`src/rtl/ccu_pkg.sv`:
```
package ccu_pkg;
    parameter int unsigned DATA_W   = 16;
    parameter int unsigned NARROW_W = 8;

    typedef enum logic [1:0] {
        CLS_ADD   = 2'd0,
        CLS_SUB   = 2'd1,
        CLS_SHIFT = 2'd2,
        CLS_TEST  = 2'd3
    } op_cls_e;

    localparam int unsigned CCR_W    = 8;
    localparam int unsigned ARITH_N  = 4;
    localparam int unsigned BIT_C    = 0;
    localparam int unsigned BIT_V    = 1;
    localparam int unsigned BIT_Z    = 2;
    localparam int unsigned BIT_N    = 3;

    typedef struct packed {
        logic n;
        logic z;
        logic v;
        logic c;
    } nzvc_t;
endpackage

```
`src/rtl/ccu_width_view.sv`:
```
module ccu_width_view #(
    parameter int unsigned DATA_W   = 16,
    parameter int unsigned NARROW_W = 8
) (
    input  logic [DATA_W-1:0] a_i,
    input  logic [DATA_W-1:0] b_i,
    input  logic [DATA_W-1:0] r_i,
    input  logic              wide_i,
    output logic              a_top_o,
    output logic              b_top_o,
    output logic              r_top_o,
    output logic              r_zero_o
);
    localparam int unsigned TOP_W = DATA_W - 1;
    localparam int unsigned TOP_N = NARROW_W - 1;

    logic zero_narrow;
    logic zero_wide;

    assign zero_narrow = ~|r_i[TOP_N:0];
    assign zero_wide   = ~|r_i;

    always_comb begin
        if (wide_i) begin
            a_top_o  = a_i[TOP_W];
            b_top_o  = b_i[TOP_W];
            r_top_o  = r_i[TOP_W];
            r_zero_o = zero_wide;
        end else begin
            a_top_o  = a_i[TOP_N];
            b_top_o  = b_i[TOP_N];
            r_top_o  = r_i[TOP_N];
            r_zero_o = zero_narrow;
        end
    end
endmodule

```
`src/rtl/ccu_carry_ovf.sv`:
```
module ccu_carry_ovf (
    input  logic a_top_i,
    input  logic b_top_i,
    input  logic r_top_i,
    input  logic sub_i,
    output logic c_o,
    output logic v_o
);
    logic add_c, add_v, sub_c, sub_v;

    assign add_c = (a_top_i & b_top_i) | (b_top_i & ~r_top_i) | (a_top_i & ~r_top_i);
    assign add_v = (a_top_i & b_top_i & ~r_top_i) | (~a_top_i & ~b_top_i & r_top_i);
    assign sub_c = (~a_top_i & b_top_i) | (b_top_i & r_top_i) | (~a_top_i & r_top_i);
    assign sub_v = (a_top_i & ~b_top_i & ~r_top_i) | (~a_top_i & b_top_i & r_top_i);

    assign c_o = sub_i ? sub_c : add_c;
    assign v_o = sub_i ? sub_v : add_v;
endmodule

```
`src/rtl/ccu_flag_merge.sv`:
```
module ccu_flag_merge
    import ccu_pkg::*;
(
    input  op_cls_e           op_i,
    input  logic              r_top_i,
    input  logic              r_zero_i,
    input  logic              arith_c_i,
    input  logic              arith_v_i,
    input  logic [CCR_W-1:0]  ccr_i,
    input  logic [ARITH_N-1:0] upd_en_i,
    output logic [CCR_W-1:0]  ccr_o
);
    nzvc_t cand;
    logic  c_in;

    assign c_in = ccr_i[BIT_C];

    always_comb begin
        cand.n = r_top_i;
        cand.z = r_zero_i;
        unique case (op_i)
            CLS_ADD, CLS_SUB: begin
                cand.c = arith_c_i;
                cand.v = arith_v_i;
            end
            CLS_SHIFT: begin
                cand.c = c_in;
                cand.v = r_top_i ^ c_in;
            end
            CLS_TEST: begin
                cand.c = c_in;
                cand.v = 1'b0;
            end
        endcase
    end

    genvar gi;
    generate
        for (gi = 0; gi < ARITH_N; gi++) begin : g_flag
            assign ccr_o[gi] = upd_en_i[gi] ? cand[gi] : ccr_i[gi];
        end
        for (gi = ARITH_N; gi < CCR_W; gi++) begin : g_pass
            assign ccr_o[gi] = ccr_i[gi];
        end
    endgenerate
endmodule

```
`src/rtl/cc_flag_unit.sv`:
```
module cc_flag_unit
    import ccu_pkg::*;
#(
    parameter int unsigned DW = ccu_pkg::DATA_W,
    parameter int unsigned NW = ccu_pkg::NARROW_W
) (
    input  logic [DW-1:0]      a_i,
    input  logic [DW-1:0]      b_i,
    input  logic [DW-1:0]      r_i,
    input  logic [1:0]         op_i,
    input  logic               wide_i,
    input  logic [CCR_W-1:0]   ccr_i,
    input  logic [ARITH_N-1:0] upd_en_i,
    output logic [CCR_W-1:0]   ccr_o
);
    op_cls_e op_cls;
    logic    a_top, b_top, r_top, r_zero;
    logic    ar_c, ar_v;

    assign op_cls = op_cls_e'(op_i);

    ccu_width_view #(.DATA_W(DW), .NARROW_W(NW)) u_view (
        .a_i     (a_i),
        .b_i     (b_i),
        .r_i     (r_i),
        .wide_i  (wide_i),
        .a_top_o (a_top),
        .b_top_o (b_top),
        .r_top_o (r_top),
        .r_zero_o(r_zero)
    );

    ccu_carry_ovf u_cv (
        .a_top_i(a_top),
        .b_top_i(b_top),
        .r_top_i(r_top),
        .sub_i  (op_cls == CLS_SUB),
        .c_o    (ar_c),
        .v_o    (ar_v)
    );

    ccu_flag_merge u_merge (
        .op_i     (op_cls),
        .r_top_i  (r_top),
        .r_zero_i (r_zero),
        .arith_c_i(ar_c),
        .arith_v_i(ar_v),
        .ccr_i    (ccr_i),
        .upd_en_i (upd_en_i),
        .ccr_o    (ccr_o)
    );
endmodule

```
`config.mk`:
```
export PLATFORM = sky130hd
export DESIGN_NAME = cc_flag_unit
export DESIGN_NICKNAME = d
export VERILOG_FILES = /design/src/rtl/ccu_pkg.sv /design/src/rtl/ccu_width_view.sv /design/src/rtl/ccu_carry_ovf.sv /design/src/rtl/ccu_flag_merge.sv /design/src/rtl/cc_flag_unit.sv
export SDC_FILE = /design/constraint.sdc
export NUM_CORES = 1
export LEC_CHECK = 0
export BUFFER_PORTS_ARGS = -buffer_cell sky130_fd_sc_hd__buf_4
export CORE_AREA = 2 2 39 41
export DETAILED_ROUTE_END_ITERATION = 8
export DIE_AREA = 0 0 41 43
export PLACE_DENSITY = 0.78
export SYNTH_ARGS = -nofsm -noshare
export SYNTH_HDL_FRONTEND = slang
export SYNTH_HIERARCHICAL = 1
export SYNTH_SLANG_ARGS = --single-unit
```
`constraint.sdc`:
```
create_clock -name vclk -period 1.55
set_input_delay 0.0775 -clock vclk [all_inputs]
set_output_delay 0.0775 -clock vclk [all_outputs]
set_load 0.03 [all_outputs]
```
# Yosys cells after proc, flatten, opt, wreduce, memory -nomap -nowiden
# Cells that the tools add are included.
# totals
romBits	0
latch_bits	0
memories	0
output_inout_bits	8
reg_bits	0
mem_bits_rw	0
word_cells	42
in_bits	63
# classes
n_reduce_logical	6
eq_ne	3
add_sub_neg	0
magnitude_cmp	0
n_mux	11
n_shift	0
mul	0
n_div	0
n_bitwise	22
# op_table
op	n
16-bit OR reduction	1
1-bit bitwise AND	12
1-bit two-way mux	10
8-bit OR reduction	1
1-bit bitwise OR	6
2-bit case mux with 3 select lines	1
2-bit == test, second input constant	2
1-bit inverter	3
2-bit by 1-bit == test with 1-bit output, second input constant	1
1-bit zero test	2
2-bit zero test	1
2-bit OR reduction	1
1-bit bitwise XOR	1

# Depth between registers and ports, before layout
# Gate-level depths: netlist of run 1.
# logic_depth
word_depth	8
mapped_depth	6
ltp_nobuf	6

# Hierarchy
# Netlist of run 1, hierarchy kept.
# by_module_without_submodules
module	n_inst	cells_each	seq_area_each_um2	area_per_inst_um2
ccu_flag_merge	1	13	0.0	107.6
ccu_width_view	1	10	0.0	81.3
ccu_carry_ovf	1	9	0.0	57.6
cc_flag_unit	1	1	0.0	13.8

# Least setup slack after synthesis of run 1
# No wires, ideal clock.
# synth_timing
path_type	input port to output port
startpoint	input port wide_i
endpoint	output port ccr_o[0]
t_required_ns	1.472
arrival_time_ns	1.218
cell_stages	5
n_path_buf	0
path_slack_ns	0.255
cell_sequence	mux2_1 -> nor2b_1 -> a211oi_1 -> a21oi_1 -> mux2_1
# synth_via
elab_chain_len	8
elab_cells_between_ends	18
cone_classes	mux (6); bitwise (12)
# synth_rtl
element	line_no	text
start, declared	cc_flag_unit.sv:11	input logic wide_i,
1-bit two-way mux	ccu_width_view.sv:24	if (wide_i) begin
1-bit inverter (on tied branches)	ccu_carry_ovf.sv:11, ccu_carry_ovf.sv:13	
1-bit bitwise AND (on tied branches)	ccu_carry_ovf.sv:11, ccu_carry_ovf.sv:13	
1-bit bitwise OR (on tied branches) (2 in a row)	ccu_carry_ovf.sv:11, ccu_carry_ovf.sv:13	
1-bit two-way mux *	ccu_carry_ovf.sv:16	assign c_o = sub_i ? sub_c : add_c;
net ar_c	cc_flag_unit.sv:18	logic ar_c, ar_v;
2-bit case mux with 3 select lines *	ccu_flag_merge.sv:21	unique case (op_i)
1-bit two-way mux *	ccu_flag_merge.sv:40	assign ccr_o[gi] = upd_en_i[gi] ? cand[gi] : ccr_i[gi];
end, declared	cc_flag_unit.sv:14	output logic [CCR_W-1:0] ccr_o
# Mark *: on every way through the listed nets, which the timed path passes. The rest lies on a longest branch.

# Worst setup path after layout of run 1
# layout_timing
startpoint	input port wide_i
endpoint	output port ccr_o[0]
# layout_via
elab_chain_len	8
elab_cells_between_ends	18
cone_classes	mux (6); bitwise (12)
# layout_rtl
element	line_no	text
1-bit two-way mux *	ccu_width_view.sv:24	
net r_top	cc_flag_unit.sv:17	logic a_top, b_top, r_top, r_zero;
1-bit inverter	ccu_carry_ovf.sv:11	assign add_c = (a_top_i & b_top_i) | (b_top_i & ~r_top_i) | (a_top_i & ~r_top_i);
1-bit bitwise AND	ccu_carry_ovf.sv:11	
1-bit bitwise OR (2 in a row)	ccu_carry_ovf.sv:11	
1-bit two-way mux *	ccu_carry_ovf.sv:16	
net ar_c	cc_flag_unit.sv:18	
2-bit case mux with 3 select lines *	ccu_flag_merge.sv:21	
1-bit two-way mux *	ccu_flag_merge.sv:40	
# Marks and branches as above.

==> results of run 1 <==
[cell usage after synthesis (all sizes together)]
cell type  number
nand2           3
o22ai           1
nor4            4
nand3b          2
mux2            6
o211ai          1
nand2b          2
inv             1
buf             4
a21oi           2
xnor2           2
nor2b           3
mux2i           1
a211oi          1
[timing repair]
item                                    in CTS  in global routing
resized for setup                            0                  1
endpoints found under the setup margin       0                  1
endpoints found under the hold margin        0                  0
[area by class of cell]
class / count / area share
multi-input combinational: 28 / 0.441
inverter: 1 / 0.00732
tap: 16 / 0.0390
timing repair buffer: 35 / 0.512
[power breakdown]
group,total (W),internal [W],switching (W)
Clock,0,0,0
Combinational,0.000148,0.0000891,0.0000593
Sequential,0,0,0
Total,0.000148,0.0000891,0.0000593
[through the flow]
step	setup slack, ns	cells	cell area, µm²
after floorplan	0.255	33	260
after global placement	0.0436	80	513
after detailed placement	0.0197	80	513
after CTS	0.0152	80	513
after global routing	0.0308	80	513
final	0.0829	80	513
[final timing paths]
kind	startpoint	end	slack [ns]	cells past startpoint
min	ccr_i[7]	ccr_o[7]	0.16	0
max	wide_i	ccr_o[0]	0.08	6
[routing by layer]
layer,track usage,part of all wire
met2,0.197,0.46
met1,0.0506,0.25
met5,0,0
met3,0.0262,0.29
met4,0,0
[logic make-up (layout without fill, tap and decap cells)]
group / after synthesis / in the layout / synth area share
AOI/OAI and AO/OA: 5 / 5 / 0.135
buffers and inverters: 5 / 36 / 0.130
and+or+nand+nor: 14 / 14 / 0.370
xor gates and xnor gates: 2 / 2 / 0.0673
muxes: 7 / 7 / 0.298
==> out/results.txt, run 1 <==
Boundary pin count: 71
Post-layout minimum cycle time: 1.47 ns
First-pass GRT wire length: 1.07 mm
DIE AREA: 0.00176 mm²
Area grow syn2layout: 97.1%
Worst Path Arrival: 1.39 ns
Total Power: 0.000148 W
Crit path capture type: output port
Pre-antenna DRT Iters: 2
Max-slew headroom at the worst pin: 0.838
Final Hold Viols: 0
Area share of the largest cell type after synthesis: 0.173
N_diodes: 0
Status: finished clean
Buf/Inv on CP: 2
MaxCap Viol Count: 0
Vias in the first global route: 313
Num sequential: 0
Initial antenna violation count: 0
Drt wl/cell: 10.9 µm
Starting DRC count in detailed routing: 1
Post-layout util: 0.371
Pins over their slew limit: 0
FILL cells: 152
Setup-failing EPs final: 0
Sequential share of the synthesized area: 0
Delay-heaviest family, CP: multiplexers
Max Freq: 0.682 GHz
GRT Overall Usage: 0.0839
Largest cells by area after synthesis: mux2_1, buf_4, mux2_2, nor4_1, xnor2_1
RSZ-0062 raised after global routing: false
Worst hold slack: 0.155 ns
Via density: 4.64
Most frequent cells in the layout: buf_4, nand2_1, mux2_2, mux2_1, nor4_1
PwrDens: 289 mW/mm²
Nets@finish: 129
Via count: 371
Crit Path Category: primary input to output port
Post-route DRC: 0
Multi-input logic area: 226 µm²
Share of cells above drive strength 1: 0.641
Period utilisation layout: 0.947
DP HPWL: 796 µm
Commonest non-fill, non-tap cell in the layout: buf_4
Total core area: 0.00138 mm²
Peak supply drop: 0.105 mV
Lkg Pwr: 0.236 nW
Mapped cell area: 260 µm²
Clkbuf count: 0
GPL Wtd Cong: 0.692
FF/Latch Area: 0 µm²
Worst-margin pin slew: 0.240 ns
Post-route ant nets: 0
Yosys warning count: 6
Vert. Die Dim: 43 µm
Setup_tns: 0 ns
Crit path cell chain: buf_4 > mux2_1 > a211oi_1 > a21oi_1 > mux2_1 > buf_4
Initial Util: 0.188
Setup Buffers After CTS: 0
Drt total wl: 868 µm
Grt ovf: 0
IO Port Bufs: 35
Die W: 41 µm
Post-synthesis average cell area: 7.89 µm²
Synth Net Count: 96
Hold_buf cts: 0
Row cnt: 14
Maximum number of pins on one net before global-route repair: 8
Critical path's largest stage delay: 0.42 ns
Hold Path Class: primary input to output port
Critical-path top delay cell: mux2_1
Critical path data required time: 1.47 ns
Distinct cells, synth: 18
Startpoint class of the critical path: primary input
Cell taking the most area after synthesis: mux2_1
Post-Syn Instances: 33
Crit-path max FO: 7
No activity file was read; power rests on OpenSTA's default activity.
==> run 2, diff against run 1 <==
- clock period: 1.55 -> 1.85 ns (I/O delays scaled with it)
==> out/results.txt, run 2 (synthesized netlist as in run 1, its figures left out) <==
GRT Overall Usage: 0.0839
Worst hold slack: 0.185 ns
Row cnt: 14
DP Area: 513 µm²
Total core area: 0.00138 mm²
Crit path cell chain: buf_4 > mux2_1 > nor2b_1 > a211oi_1 > a21oi_1 > mux2_1 > buf_4
Startpoint class of the critical path: primary input
Via count: 372
Crit-path max FO: 4
Area grow syn2layout: 97.1%
Drt wl/cell: 10.8 µm
MaxCap Viol Count: 0
RSZ-0062 raised after global routing: false
Grt ovf: 0
Max-slew headroom at the worst pin: 0.838
DP HPWL: 796 µm
Peak supply drop: 0.0876 mV
IO Port Bufs: 35
First-pass GRT wire length: 1.07 mm
Post-layout minimum cycle time: 1.55 ns
Most frequent cells in the layout: buf_4, mux2_1, nand2_1, nor4_1
GPL Wtd Cong: 0.692
Post-layout util: 0.371
Critical path's largest stage delay: 0.36 ns
N_diodes: 0
Worst Path Arrival: 1.46 ns
Post-route DRC: 0
Crit Path Category: primary input to output port
Crit path capture type: output port
Total Power: 0.000124 W
Initial Util: 0.188
FILL cells: 152
Setup-failing EPs final: 0
Clkbuf count: 0
PwrDens: 241 mW/mm²
Starting DRC count in detailed routing: 1
Post-route ant nets: 0
Worst-margin pin slew: 0.240 ns
Critical path data required time: 1.76 ns
Max Freq: 0.644 GHz
Die W: 41 µm
Vias in the first global route: 313
Final Hold Viols: 0
Pins over their slew limit: 0
Critical-path top delay cell: mux2_1
Boundary pin count: 71
Commonest non-fill, non-tap cell in the layout: buf_4
Initial antenna violation count: 0
Status: finished clean
Cts repair resizes: 0
Hold_buf cts: 0
Lkg Pwr: 0.236 nW
Via density: 4.65
Maximum number of pins on one net before global-route repair: 8
Nets@finish: 129
DIE AREA: 0.00176 mm²
Setup Buffers After CTS: 0
Vert. Die Dim: 43 µm
Setup_tns: 0 ns
Final Cell Area: 513 µm²
Num sequential: 0
FF/Latch Area: 0 µm²
Share of cells above drive strength 1: 0.625
Pre-antenna DRT Iters: 2
Period utilisation layout: 0.839
Hold Path Class: primary input to output port
Drt total wl: 865 µm
run 2: cell types whose count changed in the layout (fill, tap and decap cells not counted):
cell | before | now
mux2_1 | 3 | 4
mux2_2 | 3 | 2
run 2: worst max-delay path, delay by kind of cell:
kind | cells | cell delay (ns)
buf+inv | 2 | 0.30
compound gates | 2 | 0.27
simple gates | 1 | 0.15
mux | 2 | 0.65
run 2: layout make-up:
cell class	instances	area, µm²	share of cell area
multi-input cells	28	226	0.441
repair buffers	35	263	0.512
well taps	16	20.0	0.0390
inverters	1	3.75	0.00732
run 2: layer usage:
metal / up-vias / GRT usage / share of wire
met5: - / 0 / 0
met4: 0 / 0 / 0
met3: 0 / 0.0262 / 0.29
met2: 36 / 0.197 / 0.46
met1: 153 / 0.0506 / 0.25
li1: 183 / - / -
run 2: final timing paths:
check / start / to / cells past startpoint
max: wide_i / ccr_o[0] / 7
min: ccr_i[7] / ccr_o[7] / 0
run 2: per-stage QoR:
step	setup WS [ns]	instances
CTS	0.285	80
global route	0.229	80
floorplan	0.525	33
global placement	0.314	80
finish	0.298	80
detailed placement	0.290	80
run 2: report_power, final:
group | internal, W | switching [W] | leakage [nW]
clock | 0 | 0 | 0
combinational | 0.0000741 | 0.0000497 | 0.236
sequential | 0 | 0 | 0
